**src/rtl/sdram_ctl_pkg.sv**
```systemverilog
package sdram_ctl_pkg;
  localparam int ADDR_W = 2;

  // register offsets
  localparam logic [ADDR_W-1:0] OFS_ROUTE = 2'd0;
  localparam logic [ADDR_W-1:0] OFS_CTRL  = 2'd1;
  localparam logic [ADDR_W-1:0] OFS_IDLE  = 2'd2;

  // field positions
  localparam int CE_PINS   = 2;
  localparam int CE_LSB    = 2;
  localparam int BIT_EN    = 7;
  localparam int BIT_INIT  = 6;
  localparam int BIT_SREN  = 5;

  // control -> datapath strobes
  typedef struct packed {
    logic wrRoute;
    logic wrCtrl;
    logic wrIdle;
    logic timerClr;
  } ctlStrobes_t;
endpackage

```
**src/rtl/sdram_ctl_decode.sv**
```systemverilog
module sdram_ctl_decode
  import sdram_ctl_pkg::*;
#(
  parameter int DATA_W = 8
) (
  input  logic              clk,
  input  logic              coldRstN,
  input  logic              hotRstN,
  input  logic              busWr,
  input  logic [ADDR_W-1:0] busAddr,
  input  logic [DATA_W-1:0] busWdata,
  input  logic              initDone,
  output ctlStrobes_t       stb,
  output logic              initPend,
  output logic              initStart
);
  logic anyRst;
  logic wrOk;
  logic initKick;
  logic unusedData;

  assign anyRst     = !coldRstN || !hotRstN;
  assign wrOk       = busWr && !anyRst;
  assign initKick   = wrOk && (busAddr == OFS_CTRL) && busWdata[BIT_INIT];
  assign unusedData = ^busWdata;

  always_comb begin
    stb          = '0;
    stb.wrRoute  = wrOk && (busAddr == OFS_ROUTE);
    stb.wrCtrl   = wrOk && (busAddr == OFS_CTRL);
    stb.wrIdle   = wrOk && (busAddr == OFS_IDLE);
    stb.timerClr = anyRst;
  end

  always_ff @(posedge clk) begin
    if (anyRst) begin
      initStart <= 1'b0;
      initPend  <= 1'b0;
    end else begin
      initStart <= initKick;
      if (initKick)      initPend <= 1'b1;
      else if (initDone) initPend <= 1'b0;
    end
  end
endmodule

```
**src/rtl/sdram_ctl_datapath.sv**
```systemverilog
module sdram_ctl_datapath
  import sdram_ctl_pkg::*;
#(
  parameter int DATA_W = 8,
  parameter int IDLE_W = 4
) (
  input  logic               clk,
  input  logic               coldRstN,
  input  ctlStrobes_t        stb,
  input  logic [DATA_W-1:0]  wdata,
  input  logic [ADDR_W-1:0]  rdAddr,
  input  logic               initPend,
  input  logic               accessReq,
  input  logic               autoRefresh,
  output logic [CE_PINS-1:0] ceSel,
  output logic               enQ,
  output logic               srEnQ,
  output logic               cke,
  output logic [DATA_W-1:0]  rdata
);
  logic [IDLE_W-1:0] idleLimit;
  logic [IDLE_W-1:0] idleCnt;
  logic              armed;
  logic              activity;
  logic              unusedWdata;

  assign unusedWdata = ^wdata;
  assign armed       = enQ && srEnQ;
  assign activity    = accessReq || autoRefresh;

  // one routing flop per chip-enable pin
  for (genvar g = 0; g < CE_PINS; g++) begin : g_route
    always_ff @(posedge clk) begin
      if (!coldRstN)       ceSel[g] <= 1'b0;
      else if (stb.wrRoute) ceSel[g] <= wdata[CE_LSB + g];
    end
  end

  always_ff @(posedge clk) begin
    if (!coldRstN) begin
      enQ       <= 1'b0;
      srEnQ     <= 1'b0;
      idleLimit <= '0;
    end else begin
      if (stb.wrCtrl) begin
        enQ   <= wdata[BIT_EN];
        srEnQ <= wdata[BIT_SREN];
      end
      if (stb.wrIdle) idleLimit <= wdata[IDLE_W-1:0];
    end
  end

  // self-refresh entry timer
  always_ff @(posedge clk) begin
    if (!coldRstN || stb.timerClr || activity || !armed) begin
      idleCnt <= '0;
      cke     <= 1'b1;
    end else if (cke) begin
      if (idleCnt >= idleLimit) cke <= 1'b0;
      else                      idleCnt <= idleCnt + 1'b1;
    end
  end

  always_comb begin
    rdata = '0;
    unique case (rdAddr)
      OFS_ROUTE: rdata[CE_LSB +: CE_PINS] = ceSel;
      OFS_CTRL: begin
        rdata[BIT_EN]   = enQ;
        rdata[BIT_INIT] = initPend;
        rdata[BIT_SREN] = srEnQ;
      end
      OFS_IDLE: rdata[IDLE_W-1:0] = idleLimit;
      default:  rdata = '0;
    endcase
  end
endmodule

```
**src/rtl/sdram_ctl_regs.sv**
```systemverilog
module sdram_ctl_regs
  import sdram_ctl_pkg::*;
#(
  parameter int DATA_W = 8,
  parameter int IDLE_W = 4
) (
  input  logic              clk,
  input  logic              coldRstN,
  input  logic              hotRstN,
  input  logic              busWr,
  input  logic [1:0]        busAddr,
  input  logic [DATA_W-1:0] busWdata,
  output logic [DATA_W-1:0] busRdata,
  input  logic              initDone,
  input  logic              accessReq,
  input  logic              autoRefresh,
  input  logic              haltLp,
  input  logic              sleepLp,
  output logic [1:0]        ceSel,
  output logic              pinShareEn,
  output logic              sdClkEn,
  output logic              initStart,
  output logic              cke
);
  ctlStrobes_t stb;
  logic        initPend;
  logic        srEnQ;

  sdram_ctl_decode #(.DATA_W(DATA_W)) u_decode (
    .clk(clk), .coldRstN(coldRstN), .hotRstN(hotRstN),
    .busWr(busWr), .busAddr(busAddr), .busWdata(busWdata),
    .initDone(initDone), .stb(stb), .initPend(initPend),
    .initStart(initStart)
  );

  sdram_ctl_datapath #(.DATA_W(DATA_W), .IDLE_W(IDLE_W)) u_dp (
    .clk(clk), .coldRstN(coldRstN), .stb(stb), .wdata(busWdata),
    .rdAddr(busAddr), .initPend(initPend), .accessReq(accessReq),
    .autoRefresh(autoRefresh), .ceSel(ceSel), .enQ(pinShareEn),
    .srEnQ(srEnQ), .cke(cke), .rdata(busRdata)
  );

  assign sdClkEn = pinShareEn && !haltLp && !sleepLp;
endmodule

```
**config.mk**
```make
export PLATFORM = sky130hd
export DESIGN_NAME = sdram_ctl_regs
export DESIGN_NICKNAME = d
export VERILOG_FILES = /design/src/rtl/sdram_ctl_pkg.sv /design/src/rtl/sdram_ctl_decode.sv /design/src/rtl/sdram_ctl_datapath.sv /design/src/rtl/sdram_ctl_regs.sv
export SDC_FILE = /design/constraint.sdc
export NUM_CORES = 1
export LEC_CHECK = 0
export BUFFER_PORTS_ARGS = -buffer_cell sky130_fd_sc_hd__clkbuf_2
export CORE_ASPECT_RATIO = 1.2
export CORE_UTILIZATION = 50
export DETAILED_ROUTE_END_ITERATION = 8
export HOLD_SLACK_MARGIN = 0.03
export PLACE_DENSITY_LB_ADDON = 0.2
export SYNTH_ARGS = -nofsm -noshare
export SYNTH_HDL_FRONTEND = slang
export SYNTH_SLANG_ARGS = --single-unit
```
**constraint.sdc**
```tcl
create_clock -name clk -period 2.34 [get_ports clk]
set_input_delay 0.234 -clock clk [delete_from_list [all_inputs] [get_ports clk]]
set_output_delay 0.234 -clock clk [all_outputs]
set_load 0.005 [all_outputs]
```
==> impl_metrics.py, run 1 <==
metrics = {
    "outcome": {
        "status": "completed",
    },
    "critical_path": {
        "crit_type": "reg2reg",
        "crit_path_cell_trace": "inv_1 > ha_1 > nor3b_2 > o211ai_2 > or3_1 > a21oi_1",
        "crit_required_ns": 2.55,
        "arrival_ns": 1.94,
        "cp_slowest_stage_delay_ns": 0.39,
        "startpoint_type": "flip-flop",
        "critPathMaxFanout": 8,
        "critPathCaptureType": "flip-flop",
        "critPathSlowestCell": "or3_1",
    },
    "sta": {
        "period_share": 0.737,
        "final.setup_skew_ns": 0.00184,
        "tns_ns": 0,
        "post-route-min-period_ns": 1.72,
        "setup_violations": 0,
        "hold_violations": 0,
        "fmax_mhz": 580,
        "drv_slew": 0,
        "grt_setup_unrepaired": "no",
    },
    "detailed_routing": {
        "wirelength_um": 1440,
        "final_antenna_net_count": 0,
        "avgRoutedWirePerCell_um": 10.8,
        "first_pass_iters": 2,
        "viasPerCell": 5.04,
        "initialDrtViolationCount": 4,
        "drc_errors": 0,
        "dr_total_vias": 675,
    },
    "die": {
        "row_count": 15,
        "dieArea_um2": 1800,
        "pin_count": 33,
        "die_w_um": 38.9,
        "core_area_um2": 1480,
        "initial_core_util": 0.551,
        "die_h_um": 46.3,
    },
    "clock_tree": {
        "cts_resized": 0,
        "h-tree-depth": 1,
        "cts_buffer_depth": 2,
        "clock_latency_ns": 0.28,
        "numCtsBuffers": 3,
        "ctsHoldBuffers": 0,
        "post_cts_buffers": 0,
        "clk_pin_slew_ns": 0.09,
        "cts_tree": "done",
        "root_buffer": "clkbuf_4",
        "clock-sinks": 15,
    },
    "place": {
        "place_inst": 130,
        "hpwl_um": 1190,
        "gp_congestion": 0.705,
        "io_buffers": 30,
        "place_area_um2": 963,
    },
    "final_layout": {
        "final_cells": 134,
        "drive_above_1_share": 0.325,
        "fillers": 128,
        "multi_input_area_um2": 473,
        "n_antenna_cell": 0,
        "fin_area_um2": 990,
        "layout.nets": 142,
        "postLayoutCoreUtil": 0.668,
        "regArea_um2": 300,
        "syn_to_final_growth_pct": 21.1,
    },
    "yosys": {
        "avgSynthCellArea_um2": 9.39,
        "syn-num-nets": 111,
        "synthCells": 87,
        "synth_top_area_share": 0.368,
        "ys_seq_area_frac": 0.368,
        "synth_cell_types": 26,
        "yosys_warnings": 0,
        "synth-seq-cells": 15,
        "netlist_area_um2": 817,
        "yosys.area.top_type": "dfxtp_1",
        "synthTopCellsByArea": "dfxtp_1, mux2i_1, nor2b_1, ha_1, and2_1",
    },
    "power_and_ir_drop": {
        "power.density_cell_area_nw_per_um2": 451,
        "vdd_drop_max_mv": 0.275,
        "leakage_nw": 0.417,
        "total_power_mw": 0.446,
    },
    "grt": {
        "grt.overflow.total": 0,
        "grt_pass1_wl_um": 2350,
        "grt_pass1_vias": 588,
        "grt_usage": 0.192,
        "grt_start_max_net_pins": 11,
        "antenna_found_initial": 0,
    },
    "worst_hold_path": {
        "hold_class": "in2reg",
    },
    "job": {
        "maxCapViolations": 0,
    },
}
==> worst max-delay path: cells and delay by family (launching register included) <==
family                   cells  cell delay, ns
flip-flops                   1            0.38
buffers and inverters        1            0.08
adder cells (fa/ha/maj)      1            0.30
AO/OA/AOI/OAI                2            0.33
AND/OR/NAND/NOR              2            0.57
==> where the power goes <==
| part | total, mW | internal, mW | switching (mW) | leakage [nW] |
|---|---|---|---|---|
| clock | 0.148 | 0.0660 | 0.0819 | 0.0150 |
| sequential | 0.258 | 0.257 | 0.00132 | 0.121 |
| combinational | 0.0398 | 0.0210 | 0.0189 | 0.281 |
==> synthesized netlist by cell type (all sizes together) <==
| cell | instances |
|---|---|
| ha | 5 |
| mux2i | 10 |
| o21ai | 3 |
| nor4 | 1 |
| nand3 | 3 |
| o211ai | 2 |
| buf | 3 |
| a21oi | 3 |
| nor3b | 5 |
| nor2 | 4 |
| inv | 5 |
| and2 | 4 |
| dfxtp | 15 |
| or3 | 3 |
| conb | 1 |
| nand2 | 5 |
| xnor2 | 1 |
| and3b | 1 |
| nor2b | 11 |
| clkbuf | 1 |
| or4 | 1 |
==> cell usage in the layout, fill, tap and decap left out, drive strengths merged <==
cell	n
mux2i	10
nor3b	5
ha	5
conb	1
dfxtp	15
or4	1
nand2	5
a21oi	3
o211ai	2
clkbuf	34
o21ai	3
and2	4
nand3	3
nor2b	11
nor4	1
nor2	4
inv	5
xnor2	1
and3b	1
or3	3
==> path summary, 6_finish.rpt <==
kind	from	to	slack (ns)	cells after the start
setup / recovery	u_dp.idleCnt[0]$_SDFFE_PP0P_	u_dp.idleCnt[3]$_SDFFE_PP0P_	0.62	6
hold / removal	busWdata[6]	u_decode.initStart$_SDFF_PP0_	0.17	2
setup reg to reg	u_dp.idleCnt[0]$_SDFFE_PP0P_	u_dp.idleCnt[3]$_SDFFE_PP0P_	0.62	6
hold reg to reg	u_dp.idleCnt[2]$_SDFFE_PP0P_	u_dp.idleCnt[2]$_SDFFE_PP0P_	0.52	2
==> registers in the layout, summed over array words and instances (netlist names) <==
register / cells
u_decode.initPend: 1
u_dp.idleLimit: 4
u_dp.ceSel: 2
u_decode.initStart: 1
u_dp.idleCnt: 4
u_dp.srEnQ: 1
u_dp.cke: 1
u_dp.enQ: 1
==> per-stage QoR <==
stage / hold slack, ns / setup slack [ns]
after floorplan: 0.355 / 0.780
after global placement: 0.454 / 0.707
after detailed placement: 0.457 / 0.621
after CTS: 0.166 / 0.596
after global routing: 0.177 / 0.498
final: 0.169 / 0.615
==> kinds of logic (layout without fill, tap and decap cells) <==
kind of cell | Yosys count | in the layout | share of synthesized area
and+or+nand+nor | 38 | 38 | 0.303
buffers and inverters | 9 | 39 | 0.0536
muxes | 10 | 10 | 0.123
other | 1 | 1 | 0.00459
DFF | 15 | 15 | 0.368
xor gates and xnor gates | 1 | 1 | 0.0107
adders and majority gates | 5 | 5 | 0.0766
AOI/OAI and AO/OA | 8 | 8 | 0.0612
==> layer usage <==
layer  GRT usage  vias to the layer above  share of wire
li1            -                      352              -
met2       0.320                       16           0.48
met1       0.231                      305           0.46
met3      0.0290                        2          0.042
met5           0                        -              0
met4       0.103                        0          0.015
==> area by class of cell <==
class,instances,share of cell area
Sequential cell,15,0.303
Tap cell,17,0.0215
Timing Repair Buffer,30,0.152
Multi-Input combinational cell,63,0.478
Inverter,5,0.0190
Clock buffer,4,0.0265
(Power assumes the default switching activity.)
==> run 2: changes to the inputs <==
--- a/config.mk
+++ b/config.mk
@@ -5,9 +5,10 @@
 export SDC_FILE = /design/constraint.sdc
 export NUM_CORES = 1
 export LEC_CHECK = 0
+export ABC_AREA = 1
 export BUFFER_PORTS_ARGS = -buffer_cell sky130_fd_sc_hd__clkbuf_2
 export CORE_ASPECT_RATIO = 1.2
-export CORE_UTILIZATION = 50
+export CORE_UTILIZATION = 41
 export DETAILED_ROUTE_END_ITERATION = 8
 export HOLD_SLACK_MARGIN = 0.03
 export PLACE_DENSITY_LB_ADDON = 0.2
==> constraint.sdc (replaced) <==
create_clock -name clk -period 1.5 [get_ports clk]
set_input_delay 0.15 -clock clk [delete_from_list [all_inputs] [get_ports clk]]
set_output_delay 0.15 -clock clk [all_outputs]
set_load 0.005 [all_outputs]
==> run 2 against run 1 <==
Compared with the run above: worst hold slack worse by 0.061 ns; clock power is 52% higher; synthesized cell count is 25% higher; combinational power is 94% higher; flip-flop and latch count stayed put; via count is 14% higher; die area is 18% higher; cell count is 21% higher; clock skew is 0.0013 ns lower; critical endpoint is now u_dp.idleCnt[1]$_SDFFE_PP0P_; largest cell class unchanged; largest power group unchanged.
==> impl_metrics.py, run 2 <==
metrics = {
    "sta": {
        "drv_slew": 0,
        "tns_ns": 0,
        "period_share": 0.859,
        "hold_violations": 0,
        "final.setup_skew_ns": 0.000562,
        "setup_violations": 0,
        "post-route-min-period_ns": 1.29,
        "grt_setup_unrepaired": "no",
        "fmax_mhz": 776,
    },
    "clock_tree": {
        "cts_resized": 0,
        "h-tree-depth": 1,
        "clk_pin_slew_ns": 0.09,
        "cts_tree": "done",
        "cts_buffer_depth": 2,
        "numCtsBuffers": 3,
        "post_cts_buffers": 0,
        "root_buffer": "clkbuf_4",
        "ctsHoldBuffers": 0,
        "clock-sinks": 15,
        "clock_latency_ns": 0.27,
    },
    "place": {
        "io_buffers": 30,
        "gp_congestion": 0.763,
        "hpwl_um": 1260,
        "place_area_um2": 972,
    },
    "yosys": {
        "async_flop_share": 0,
        "syn-num-nets": 133,
        "synth_top_area_share": 0.376,
        "synth-compound-area-share": 0.147,
        "ys_seq_area_frac": 0.376,
        "synthCells": 109,
        "synth_fa_ha_area_frac": 0.0784,
        "ys.flop_type": "dfxtp_1",
        "synthSimpleGateAreaFrac": 0.281,
        "netlist_area_um2": 798,
        "synth-seq-cells": 15,
        "muxShareOfSynthArea": 0,
        "yosys_warnings": 0,
        "synth_xor_area_frac": 0,
        "synth_most_common_cell": "inv_1",
        "synthTopCellsByArea": "dfxtp_1, inv_1, a21oi_1, ha_1, nand2_1",
        "synth_cell_types": 19,
        "yosys.area.top_type": "dfxtp_1",
        "synth_top_family_by_area": "simple AND/OR/NAND/NOR gates",
        "synth-edff-count": 0,
        "avgSynthCellArea_um2": 7.32,
        "synth_common_cells": "inv_1, nand2_1, dfxtp_1, a21oi_1, nor2_1",
    },
    "critical_path": {
        "crit_type": "reg2reg",
        "startpoint_type": "flip-flop",
        "arrival_ns": 1.46,
        "timing.rr.end": "u_dp.idleCnt[1]$_SDFFE_PP0P_",
        "rrSetupSlack_ns": 0.21,
        "critPathMaxFanout": 9,
        "crit_required_ns": 1.68,
        "reg2reg_depth": 10,
        "r2r-start": "u_dp.idleCnt[0]$_SDFFE_PP0P_",
        "critPathCaptureType": "flip-flop",
    },
    "detailed_routing": {
        "initialDrtViolationCount": 10,
        "drc_errors": 0,
        "avgRoutedWirePerCell_um": 9.27,
        "viasPerCell": 4.73,
        "first_pass_iters": 4,
        "final_antenna_net_count": 0,
        "wirelength_um": 1500,
        "dr_total_vias": 767,
    },
    "final_layout": {
        "final_cell_mix": "clkbuf_2, inv_1, nand2_1, dfxtp_1, a21oi_1",
        "drive_above_1_share": 0.287,
        "n_antenna_cell": 0,
        "syn_to_final_growth_pct": 25.4,
        "final_common_cell": "clkbuf_2",
        "layout.nets": 168,
        "top_regs": "u_dp.idleCnt: 4 flops, u_dp.idleLimit: 4 flops, u_dp.ceSel: 2 flops",
        "fin_area_um2": 1000,
        "postLayoutCoreUtil": 0.547,
    },
    "die": {
        "die_w_um": 42.3,
        "initial_core_util": 0.436,
        "pin_count": 33,
        "dieArea_um2": 2130,
        "die_h_um": 50.3,
        "row_count": 17,
        "core_area_um2": 1830,
    },
    "grt": {
        "grt_pass1_wl_um": 2690,
        "antenna_found_initial": 0,
        "grt.overflow.total": 0,
        "grt_pass1_vias": 741,
        "grt_start_max_net_pins": 10,
        "grt_usage": 0.161,
    },
    "worst_hold_path": {
        "whs_endpoint": "u_dp.cke$_SDFF_PP1_",
        "hold_path_depth": 3,
        "holdCritStartpoint": "autoRefresh",
        "hold_class": "in2reg",
    },
    "power_and_ir_drop": {
        "power.density_cell_area_nw_per_um2": 707,
        "leakage_nw": 0.454,
        "vdd_drop_max_mv": 0.482,
    },
    "job": {
        "maxCapViolations": 0,
    },
    "outcome": {
        "status": "completed",
    },
}
==> run 2: final cells by class <==
| cell class | instances | area, um2 |
|---|---|---|
| Multi-Input combinational cell | 71 | 410 |
| Fill cell | 179 | 828 |
| Tap cell | 19 | 23.8 |
| Sequential cell | 15 | 300 |
| Clock buffer | 4 | 26.3 |
| Timing Repair Buffer | 31 | 158 |
| Inverter | 22 | 82.6 |
==> run 2: per-layer routing <==
layer | routed length (um) | track usage
met5 | 0 | 0
met4 | 10 | 0.0885
met3 | 54 | 0.0252
met2 | 758 | 0.282
met1 | 678 | 0.184
==> run 2: cell families (layout without fill, tap and decap cells) <==
group                      count (synthesis)  count (layout)
buffers and inverters                     23              57
adders and majority gates                  5               5
other                                      1               1
DFF                                       15              15
and+or+nand+nor                           42              42
AOI/OAI and AO/OA                         23              23
==> run 2: worst max path at each step <==
stage	startpoint	endpoint	slack, ns	cells after the start
detailed placement	u_dp.idleCnt[0]$_SDFFE_PP0P_	u_dp.idleCnt[1]$_SDFFE_PP0P_	0.12	10
global placement	u_dp.idleCnt[0]$_SDFFE_PP0P_	u_dp.idleCnt[0]$_SDFFE_PP0P_	0.16	10
finish	u_dp.idleCnt[0]$_SDFFE_PP0P_	u_dp.idleCnt[1]$_SDFFE_PP0P_	0.21	10
floorplan	u_dp.idleCnt[0]$_SDFFE_PP0P_	u_dp.idleCnt[0]$_SDFFE_PP0P_	0.19	10
global route	u_dp.idleCnt[0]$_SDFFE_PP0P_	u_dp.idleCnt[1]$_SDFFE_PP0P_	0.04	10
CTS	u_dp.idleCnt[0]$_SDFFE_PP0P_	u_dp.idleCnt[1]$_SDFFE_PP0P_	0.10	10
==> run 2: worst max-delay path, cell delays in order (launching register included) <==
cell and delay [ns]:
dfxtp_1 0.34, inv_1 0.05, ha_1 0.27, inv_1 0.05
nand2_1 0.04, nand2_1 0.05, nand2_1 0.05, nand2_2 0.13
nand3_1 0.10, nand2_1 0.07, nor2_1 0.03
==> run 2: through the flow <==
| stage | hold slack [ns] | instances | setup WS [ns] | total power, mW |
|---|---|---|---|---|
| after global routing | 0.115 | 162 | 0.0355 | 0.755 |
| after global placement | 0.392 | 158 | 0.156 | 0.489 |
| after CTS | 0.106 | 162 | 0.101 | 0.719 |
| after detailed placement | 0.399 | 158 | 0.115 | 0.492 |
| final | 0.109 | 162 | 0.212 | 0.707 |
| after floorplan | 0.254 | 109 | 0.190 | 0.454 |
==> run 2: power by group <==
part	switching (mW)	internal [mW]	leakage (nW)
clock	0.122	0.103	0.0150
sequential	0.00196	0.403	0.121
combinational	0.0452	0.0319	0.318
total	0.169	0.538	0.454
